File: src/rtl/psr_pkg.sv
package psr_pkg;

    typedef enum logic [1:0] {
        OUT_STORE = 2'd0,
        OUT_UNDEF = 2'd1,
        OUT_NOP   = 2'd2,
        OUT_ALIGN = 2'd3
    } outcome_e;

    typedef enum logic [1:0] {
        POL_KEEP    = 2'd0,
        POL_ONES    = 2'd1,
        POL_UNDEF   = 2'd2,
        POL_NOP     = 2'd3
    } policy_e;

    localparam logic [4:0] SP_INDEX = 5'd31;

    typedef struct packed {
        logic       match;
        logic       dbl;
        logic       wback;
        logic [4:0] rn;
        logic [4:0] rt;
        logic [4:0] rt2;
    } dec_t;

    // Fixed-field match plus field extraction.
    function automatic dec_t decode_word(input logic [31:0] w);
        dec_t d;
        d.match = w[31] && (w[29:21] == 9'b011001000) &&
                  (w[15:13] == 3'b000) && (w[11:10] == 2'b10);
        d.dbl   = w[30];
        d.wback = ~w[12];
        d.rt2   = w[20:16];
        d.rn    = w[9:5];
        d.rt    = w[4:0];
        return d;
    endfunction

endpackage

File: src/rtl/psr_classify.sv
module psr_classify
    import psr_pkg::*;
(
    input  dec_t             dec,
    input  logic             feat_en,
    input  logic [1:0]       ovl_policy,
    input  logic             sp_misaligned,
    output outcome_e         outcome,
    output logic             fill1,
    output logic             fill2,
    output logic             tag_check
);
    logic    base_is_sp;
    logic    ovl1;
    logic    ovl2;
    policy_e pol;

    always_comb begin
        pol        = policy_e'(ovl_policy);
        base_is_sp = (dec.rn == SP_INDEX);
        ovl1       = dec.wback && !base_is_sp && (dec.rt  == dec.rn);
        ovl2       = dec.wback && !base_is_sp && (dec.rt2 == dec.rn);
        tag_check  = dec.wback || !base_is_sp;
        fill1      = ovl1 && (pol == POL_ONES);
        fill2      = ovl2 && (pol == POL_ONES);

        if (!feat_en || !dec.match)
            outcome = OUT_UNDEF;
        else if ((ovl1 || ovl2) && pol == POL_UNDEF)
            outcome = OUT_UNDEF;
        else if ((ovl1 || ovl2) && pol == POL_NOP)
            outcome = OUT_NOP;
        else if (base_is_sp && sp_misaligned)
            outcome = OUT_ALIGN;
        else
            outcome = OUT_STORE;
    end
endmodule

File: src/rtl/psr_addr_gen.sv
module psr_addr_gen
    import psr_pkg::*;
#(
    parameter int XLEN        = 64,
    parameter int SP_ALIGN_LG = 4
) (
    input  logic [4:0]      rn,
    input  logic            dbl,
    input  logic            wback,
    input  logic [XLEN-1:0] base_val,
    input  logic [XLEN-1:0] sp_val,
    output logic [XLEN-1:0] addr,
    output logic            sp_misaligned,
    output logic            hi_first
);
    localparam int ELEM_BYTES_LO = 4;
    localparam int ELEM_BYTES_HI = XLEN / 8;

    logic [XLEN-1:0] src;
    logic [XLEN-1:0] dec_amt;

    always_comb begin
        src           = (rn == SP_INDEX) ? sp_val : base_val;
        sp_misaligned = |sp_val[SP_ALIGN_LG-1:0];
        dec_amt       = dbl ? XLEN'(2 * ELEM_BYTES_HI) : XLEN'(2 * ELEM_BYTES_LO);
        addr          = wback ? (src - dec_amt) : src;
        hi_first      = wback;
    end
endmodule

File: src/rtl/psr_data_pack.sv
module psr_data_pack #(
    parameter int XLEN = 64
) (
    input  logic              dbl,
    input  logic              big_endian,
    input  logic              fill1,
    input  logic              fill2,
    input  logic [XLEN-1:0]   rt1_val,
    input  logic [XLEN-1:0]   rt2_val,
    output logic [2*XLEN-1:0] data
);
    localparam int HALF = XLEN / 2;

    logic [XLEN-1:0] e1;
    logic [XLEN-1:0] e2;
    logic [XLEN-1:0] upper;
    logic [XLEN-1:0] lower;

    always_comb begin
        e1    = fill1 ? '1 : rt1_val;
        e2    = fill2 ? '1 : rt2_val;
        upper = big_endian ? e1 : e2;
        lower = big_endian ? e2 : e1;
        if (dbl)
            data = {upper, lower};
        else
            data = {{XLEN{1'b0}}, upper[HALF-1:0], lower[HALF-1:0]};
    end
endmodule

File: src/rtl/pair_rel_store_unit.sv
module pair_rel_store_unit
    import psr_pkg::*;
#(
    parameter int XLEN        = 64,
    parameter int SP_ALIGN_LG = 4
) (
    input  logic                  clk,
    input  logic                  rst,
    input  logic                  feat_en,
    input  logic                  big_endian,
    input  logic [1:0]            ovl_policy,
    input  logic                  op_valid,
    output logic                  op_ready,
    input  logic [31:0]           insn,
    input  logic [XLEN-1:0]       rt1_val,
    input  logic [XLEN-1:0]       rt2_val,
    input  logic [XLEN-1:0]       base_val,
    input  logic [XLEN-1:0]       sp_val,
    output logic                  mem_valid,
    input  logic                  mem_ready,
    output logic [XLEN-1:0]       mem_addr,
    output logic [2*XLEN-1:0]     mem_data,
    output logic [$clog2(XLEN/4):0] mem_bytes,
    output logic                  mem_release,
    output logic                  mem_hi_first,
    output logic                  mem_tag_check,
    output logic                  wb_en,
    output logic                  wb_to_sp,
    output logic [4:0]            wb_reg,
    output logic [XLEN-1:0]       wb_addr,
    output logic                  done_undef,
    output logic                  done_nop,
    output logic                  done_align
);
    localparam int DATA_W  = 2 * XLEN;
    localparam int BYTES_W = $clog2(XLEN / 4) + 1;

    dec_t              dec;
    outcome_e          outcome;
    logic              fill1, fill2, tag_check;
    logic              sp_mis, hi_first;
    logic [XLEN-1:0]   addr;
    logic [DATA_W-1:0] data;
    logic              accept;

    assign dec = decode_word(insn);

    psr_classify u_classify (
        .dec           (dec),
        .feat_en       (feat_en),
        .ovl_policy    (ovl_policy),
        .sp_misaligned (sp_mis),
        .outcome       (outcome),
        .fill1         (fill1),
        .fill2         (fill2),
        .tag_check     (tag_check)
    );

    psr_addr_gen #(.XLEN(XLEN), .SP_ALIGN_LG(SP_ALIGN_LG)) u_addr (
        .rn            (dec.rn),
        .dbl           (dec.dbl),
        .wback         (dec.wback),
        .base_val      (base_val),
        .sp_val        (sp_val),
        .addr          (addr),
        .sp_misaligned (sp_mis),
        .hi_first      (hi_first)
    );

    psr_data_pack #(.XLEN(XLEN)) u_pack (
        .dbl        (dec.dbl),
        .big_endian (big_endian),
        .fill1      (fill1),
        .fill2      (fill2),
        .rt1_val    (rt1_val),
        .rt2_val    (rt2_val),
        .data       (data)
    );

    // Request / outcome register stage
    logic               vld_q, done_q;
    outcome_e           kind_q;
    logic [XLEN-1:0]    addr_q;
    logic [DATA_W-1:0]  data_q;
    logic               dbl_q, hf_q, tag_q, wb_q, wbsp_q;
    logic [4:0]         rn_q;

    assign op_ready = !vld_q;
    assign accept   = op_valid && op_ready;

    always_ff @(posedge clk) begin
        if (rst) begin
            vld_q  <= 1'b0;
            done_q <= 1'b0;
            kind_q <= OUT_STORE;
        end else begin
            done_q <= 1'b0;
            if (vld_q && mem_ready)
                vld_q <= 1'b0;
            if (accept) begin
                kind_q <= outcome;
                if (outcome == OUT_STORE)
                    vld_q <= 1'b1;
                else
                    done_q <= 1'b1;
            end
        end
    end

    always_ff @(posedge clk) begin
        if (accept) begin
            addr_q <= addr;
            data_q <= data;
            dbl_q  <= dec.dbl;
            hf_q   <= hi_first;
            tag_q  <= tag_check;
            wb_q   <= dec.wback;
            wbsp_q <= (dec.rn == SP_INDEX);
            rn_q   <= dec.rn;
        end
    end

    assign mem_valid     = vld_q;
    assign mem_addr      = addr_q;
    assign mem_data      = data_q;
    assign mem_bytes     = dbl_q ? BYTES_W'(XLEN / 4) : BYTES_W'(8);
    assign mem_release   = 1'b1;
    assign mem_hi_first  = hf_q;
    assign mem_tag_check = tag_q;
    assign wb_en         = vld_q && mem_ready && wb_q;
    assign wb_to_sp      = wbsp_q;
    assign wb_reg        = rn_q;
    assign wb_addr       = addr_q;
    assign done_undef    = done_q && (kind_q == OUT_UNDEF);
    assign done_nop      = done_q && (kind_q == OUT_NOP);
    assign done_align    = done_q && (kind_q == OUT_ALIGN);
endmodule

File: config.mk
export PLATFORM = sky130hd
export DESIGN_NAME = pair_rel_store_unit
export DESIGN_NICKNAME = d
export VERILOG_FILES = /design/src/rtl/psr_pkg.sv /design/src/rtl/psr_classify.sv /design/src/rtl/psr_addr_gen.sv /design/src/rtl/psr_data_pack.sv /design/src/rtl/pair_rel_store_unit.sv
export SDC_FILE = /design/constraint.sdc
export NUM_CORES = 1
export LEC_CHECK = 0
export BUFFER_PORTS_ARGS = -buffer_cell sky130_fd_sc_hd__buf_2
export CAP_MARGIN = 25
export CORE_AREA = 3 3 223 225
export DETAILED_ROUTE_END_ITERATION = 8
export DIE_AREA = 0 0 226 228
export PLACE_DENSITY = 0.51
export RECOVER_POWER = 100
export SLEW_MARGIN = 20
export SYNTH_ARGS = -nofsm -noshare
export SYNTH_HDL_FRONTEND = slang
export SYNTH_SLANG_ARGS = --single-unit
File: constraint.sdc
create_clock -name clk -period 5.4 [get_ports clk]
set_input_delay 0 -clock clk [delete_from_list [all_inputs] [get_ports clk]]
set_output_delay 0 -clock clk [all_outputs]
set_load 0.01 [all_outputs]
# Yosys cells after proc, flatten, opt, wreduce, memory -nomap -nowiden
# Index checks and enable logic that the tools add are counted.
# totals
out_inout_bits	276
reg_bits	205
elab_cells	70
inputBits	296
# op_classes
n_reduce_logical	28
mux	17
n_eq_ne	11
addsub	1
bitwise_logic	2
# ops
op	n
$mux W64	7
$sub A64 B64 Y64	1
$logic_and A1 B1 Y1	17
$eq A2 B2 Y1 const B	5
$eq A5 B5 Y1	2
$mux W5	2
$eq A9 B8 Y1 const B	1
$mux W2	4
$eq A5 B5 Y1 const B	1
$eq A2 B1 Y1 const B	2
$logic_not A1 Y1	4
$mux W1	4
$reduce_or A4 Y1	1
$logic_not A3 Y1	1
$logic_or A1 B1 Y1	3
$logic_not A2 Y1	1
$not A1 Y1	2
$reduce_or A2 Y1	1

# Longest topological paths before layout
# logic_depth
depth_word	12
mapped_depth	18
ltp_nobuf	13

# Cells and area by module
# A second synthesis with hierarchy kept.
# hier_totals
hier_cells	1293
hier_area_um2	13792.0
# modules_own_cells
module	n_inst	cells_each	area_per_inst_um2	seq_area_each_um2
pair_rel_store_unit	1	303	6850.3	6145.9
psr_data_pack	1	472	3364.5	0.0
psr_addr_gen	1	488	3347.0	0.0
psr_classify	1	30	230.2	0.0

# Worst setup path before layout
# Ideal clock, no wire load.
# synth_path
path_kind	register to register
from	register vld_q (netlist: mem_valid)
to	register dbl_q, enable pin
slack_ps	338
path_buffers	0
required_time_ps	4845
setup_time_ps	555
t_arrival_ps	4507
stages_incl_launch_ff	4
cell_sequence	dfxtp_1 inv_1 nand2_1 inv_1
# synth_via
elab_chain_len	2
# synth_lines
item	line_no	rtl
start: declaration	pair_rel_store_unit.sv:81	logic vld_q, done_q;
start signal: assignment	pair_rel_store_unit.sv:93	vld_q <= 1'b0;
start signal: assignment	pair_rel_store_unit.sv:99	vld_q <= 1'b0;
start signal: assignment	pair_rel_store_unit.sv:103	vld_q <= 1'b1;
$logic_not A1 Y1	pair_rel_store_unit.sv:88	assign op_ready = !vld_q;
net op_ready	pair_rel_store_unit.sv:13	output logic op_ready,
$logic_and A1 B1 Y1	pair_rel_store_unit.sv:89	assign accept = op_valid && op_ready;
net accept	pair_rel_store_unit.sv:44	logic accept;
end signal: assignment	pair_rel_store_unit.sv:114	dbl_q <= dec.dbl;
end: declaration	pair_rel_store_unit.sv:85	logic dbl_q, hf_q, tag_q, wb_q, wbsp_q;
# The timed path passes the listed nets, and every way through them passes these cells.
# A chain may end at the register's enable or synchronous reset.

# Final worst setup path
# layout_path
from	input port insn[7]
to	register addr_q[23] (netlist: mem_addr[23]) (data pin)
# layout_via
elab_chain_len	4
# layout_lines
item	line_no	rtl
start: declaration	pair_rel_store_unit.sv:14	input logic [31:0] insn,
$eq A5 B5 Y1 *	psr_addr_gen.sv:23	src = (rn == SP_INDEX) ? sp_val : base_val;
$mux W64 *	psr_addr_gen.sv:23	
$sub A64 B64 Y64	psr_addr_gen.sv:26	addr = wback ? (src - dec_amt) : src;
$mux W64 *	psr_addr_gen.sv:26	
net addr[23]	pair_rel_store_unit.sv:42	logic [XLEN-1:0] addr;
end signal: assignment	pair_rel_store_unit.sv:112	addr_q <= addr;
end: declaration	pair_rel_store_unit.sv:83	logic [XLEN-1:0] addr_q;
# The timed path passes the listed nets; every way through them passes the cells marked *.

==> flow_metrics.tcl <==
set metrics [dict create \
    synth.area.mux_share_pct 7.78 \
    wl_per_cell_um 19.6 \
    io_pins 572 \
    final.setup.tns_ns 0 \
    first_pass_iters 5 \
    synth_fa_ha_area_share_pct 0.356 \
    clockRootBuffer "clkbuf_16" \
    swShare_pct 27.4 \
    powerDensity_mw_per_mm2 234 \
    ctsHoldBuffers 323 \
    path_class "in -> reg" \
    synth_cell_types 65 \
    numPortBuffers 567 \
    post-cts-setup-buffer-count 0 \
    gr-usage-all-layers_pct 19.2 \
    ant_nets 0 \
    num_vias 13200 \
    cap_violations 2 \
    die_h_um 228 \
    use_met3_pct 3.50 \
    design.die.area_sq_mm 0.0515 \
    syn_area_sq_mm 0.0126 \
    cp.arrival_ns 5.21 \
    cts_max_path_buffers 3 \
    clk_pin_slew_ns 0.07 \
    areaGrowthSynthToFinish_pct 51.5 \
    worstPathMaxFanout 8 \
    syn_inst 1273 \
    wl_um 52800 \
    post_cts_resized 0 \
    nets 2350 \
    insertion_delay_ns 0.54 \
    fmax_mhz 203 \
    worst_path_most_repeated_cell "dlygate4sd3_1" \
    core_area_sq_mm 0.0477 \
    synth_xor_area_share_pct 5.96 \
    setup_viol 0 \
    maxSlewViolCount 199 \
    cp_slowest_stage_delay_ns 0.58 \
    pre_cts_ws_ns 1.45 \
    layout_commonest_cell "dlygate4sd3_1" \
    synthSimpleGateAreaFrac_pct 20.4 \
    outcome "finished, violations left" \
    yosysWarnings 0 \
    antenna_found_initial 7 \
    fin_skew_ns 0.00719 \
    place_congestion 0.931 \
    grt_use_met1_pct 23.7 \
    end_kind "flop" \
    htree_levels 1 \
    critical_path.cell_chain "dlygate4sd3_1 -> clkbuf_1 -> and4_1 -> nand2_2 -> clkinv_2 -> mux2i_1 -> ha_1 -> fa_1 -> or2b_1 -> nor2_1 -> or4b_2 -> a21oi_1 -> nand3b_1 -> xor2_1 -> dlygate4sd3_1 -> mux2i_1 -> dlygate4sd3_1" \
    die_w_um 226 \
    drt_drc_violations_left 0 \
    min_period_ns 4.92 \
    grt_pass1_wl_um 77500 \
    worstMarginPinSlew_ns 3.66 \
    violations "capacitance limit, slew limit" \
    start_kind "primary input" \
    comb_power_share_pct 20.2 \
    utilization_pct 40.1 \
    rsz0062_at_grt "false" \
    drt_iter0_markers 919 \
    synthArstFlopShare_pct 0 \
    path_buf_inv 5 \
    final_hold_viol_count 0 \
    synthFlopType "edfxtp_1" \
    slew_headroom_pct -144 \
    seq_power_share_pct 43.1 \
    n_fill_cell 4864 \
    cts_buffers 25 \
    synth_top_family_by_area "simple AND/OR/NAND/NOR gates" \
    ys_seq_area_share_pct 48.4 \
    overflow 0 \
    via_per_inst 4.92 \
    hold_path_class "in -> reg" \
    grt_max_degree 150 \
    ir_drop_uv 194 \
    largest_reg_flops 128 \
    synth-compound-area-share_pct 9.97 \
    cts_sinks 205 \
    start_util_pct 26.5 \
    fp-row-count 80 \
    path_delay_family "buffers and inverters" \
    regArea_sq_mm 0.00612 \
    drive_above_1_share_pct 18.2 \
    p_clk_share_pct 36.6 \
    layout_setup_ws_ns 0.480 \
    syn-mean-instance-area_sq_um 9.93 \
    tritoncts "done" \
    gr-usage-met2_pct 33.2 \
    holdWs_ns 0.0185 \
    ys_ff_latch 205 \
    fin_crit_sh_pct 91.1 \
    slowest_stage "or4b_2" \
    hpwl_um 38400 \
    busiest_layer "met2" \
    multi_input_area_sq_mm 0.00559 \
    final_cell_mix "dlygate4sd3_1 (323), buf_2 (289), clkbuf_1 (284)" \
    synth_edf_count 201 \
    intPower_w 0.00326 \
    grt_pass1_vias 13100 \
    critPathRequiredTime_ns 5.69 \
    p_leak_nw 6.86 \
    p_switching_w 0.00123 \
]
stage by stage:
stage,cells,cell area (sq um),total power [W]
3_5_place_dp,2315,15600,0.00269
4_1_cts,2682,19600,0.00457
5_1_grt,2687,19100,0.00469
6_report,2688,19200,0.00449
2_1_floorplan,1275,12700,0.00234
3_3_place_gp,2315,15600,0.00269
worst min-delay path: stages:
cell and delay (ns):
buf_2 0.15, fa_1 0.17, mux2i_1 0.06
per-layer routing:
| metal | share of wire (%) | vias to the layer above |
|---|---|---|
| met3 | 8.3 | 90 |
| met2 | 48 | 693 |
| met1 | 40 | 6246 |
| met4 | 3.6 | 0 |
| met5 | 0 | - |
| li1 | - | 6191 |
power by group through the flow:
stage | clock network [W] | registers [W] | logic (W)
6_report | 0.00164 | 0.00194 | 0.000909
2_1_floorplan | 0 | 0.00201 | 0.000328
3_3_place_gp | 0 | 0.00196 | 0.000726
3_5_place_dp | 0 | 0.00196 | 0.000729
5_1_grt | 0.00176 | 0.00195 | 0.000986
4_1_cts | 0.00170 | 0.00193 | 0.000941
synth_stat cells, types with 35 or more instances:
cell | instances | area [sq um]
xnor2_1 | 52 | 455
clkbuf_1 | 62 | 233
buf_4 | 71 | 533
o21ai_0 | 76 | 380
edfxtp_1 | 201 | 6040
nor3_1 | 129 | 646
mux2i_1 | 60 | 601
nor2_1 | 162 | 608
nand2_1 | 45 | 169
a211oi_1 | 35 | 263
a21oi_1 | 81 | 405
area by class of cell:
cell class,count,share of cell area (%)
sequential,205,31.9
timing repair buffer,902,30.5
multi-input combinational,905,29.2
tap,615,4.02
clock buffer,29,3.34
clock inverter,15,0.666
inverter,12,0.281
antenna,5,0.0653
cell families after synthesis:
logic type,after synthesis
and+or+nand+nor,502
other,2
adders and majority gates,3
DFF,205
AOI/OAI and AO/OA,216
buffers and inverters,165
muxes,94
xor gates and xnor gates,86
final timing paths:
check | start | end | slack [ns] | cells past startpoint
setup / recovery | insn[7] | mem_addr[23] | 0.48 | 17
hold / removal | insn[30] | mem_addr[4] | 0.02 | 3
setup reg to reg | mem_valid | mem_data[123] | 1.01 | 4
hold reg to reg | kind_q[0] | kind_q[0] | 0.53 | 2
(Power assumes the default switching activity.)
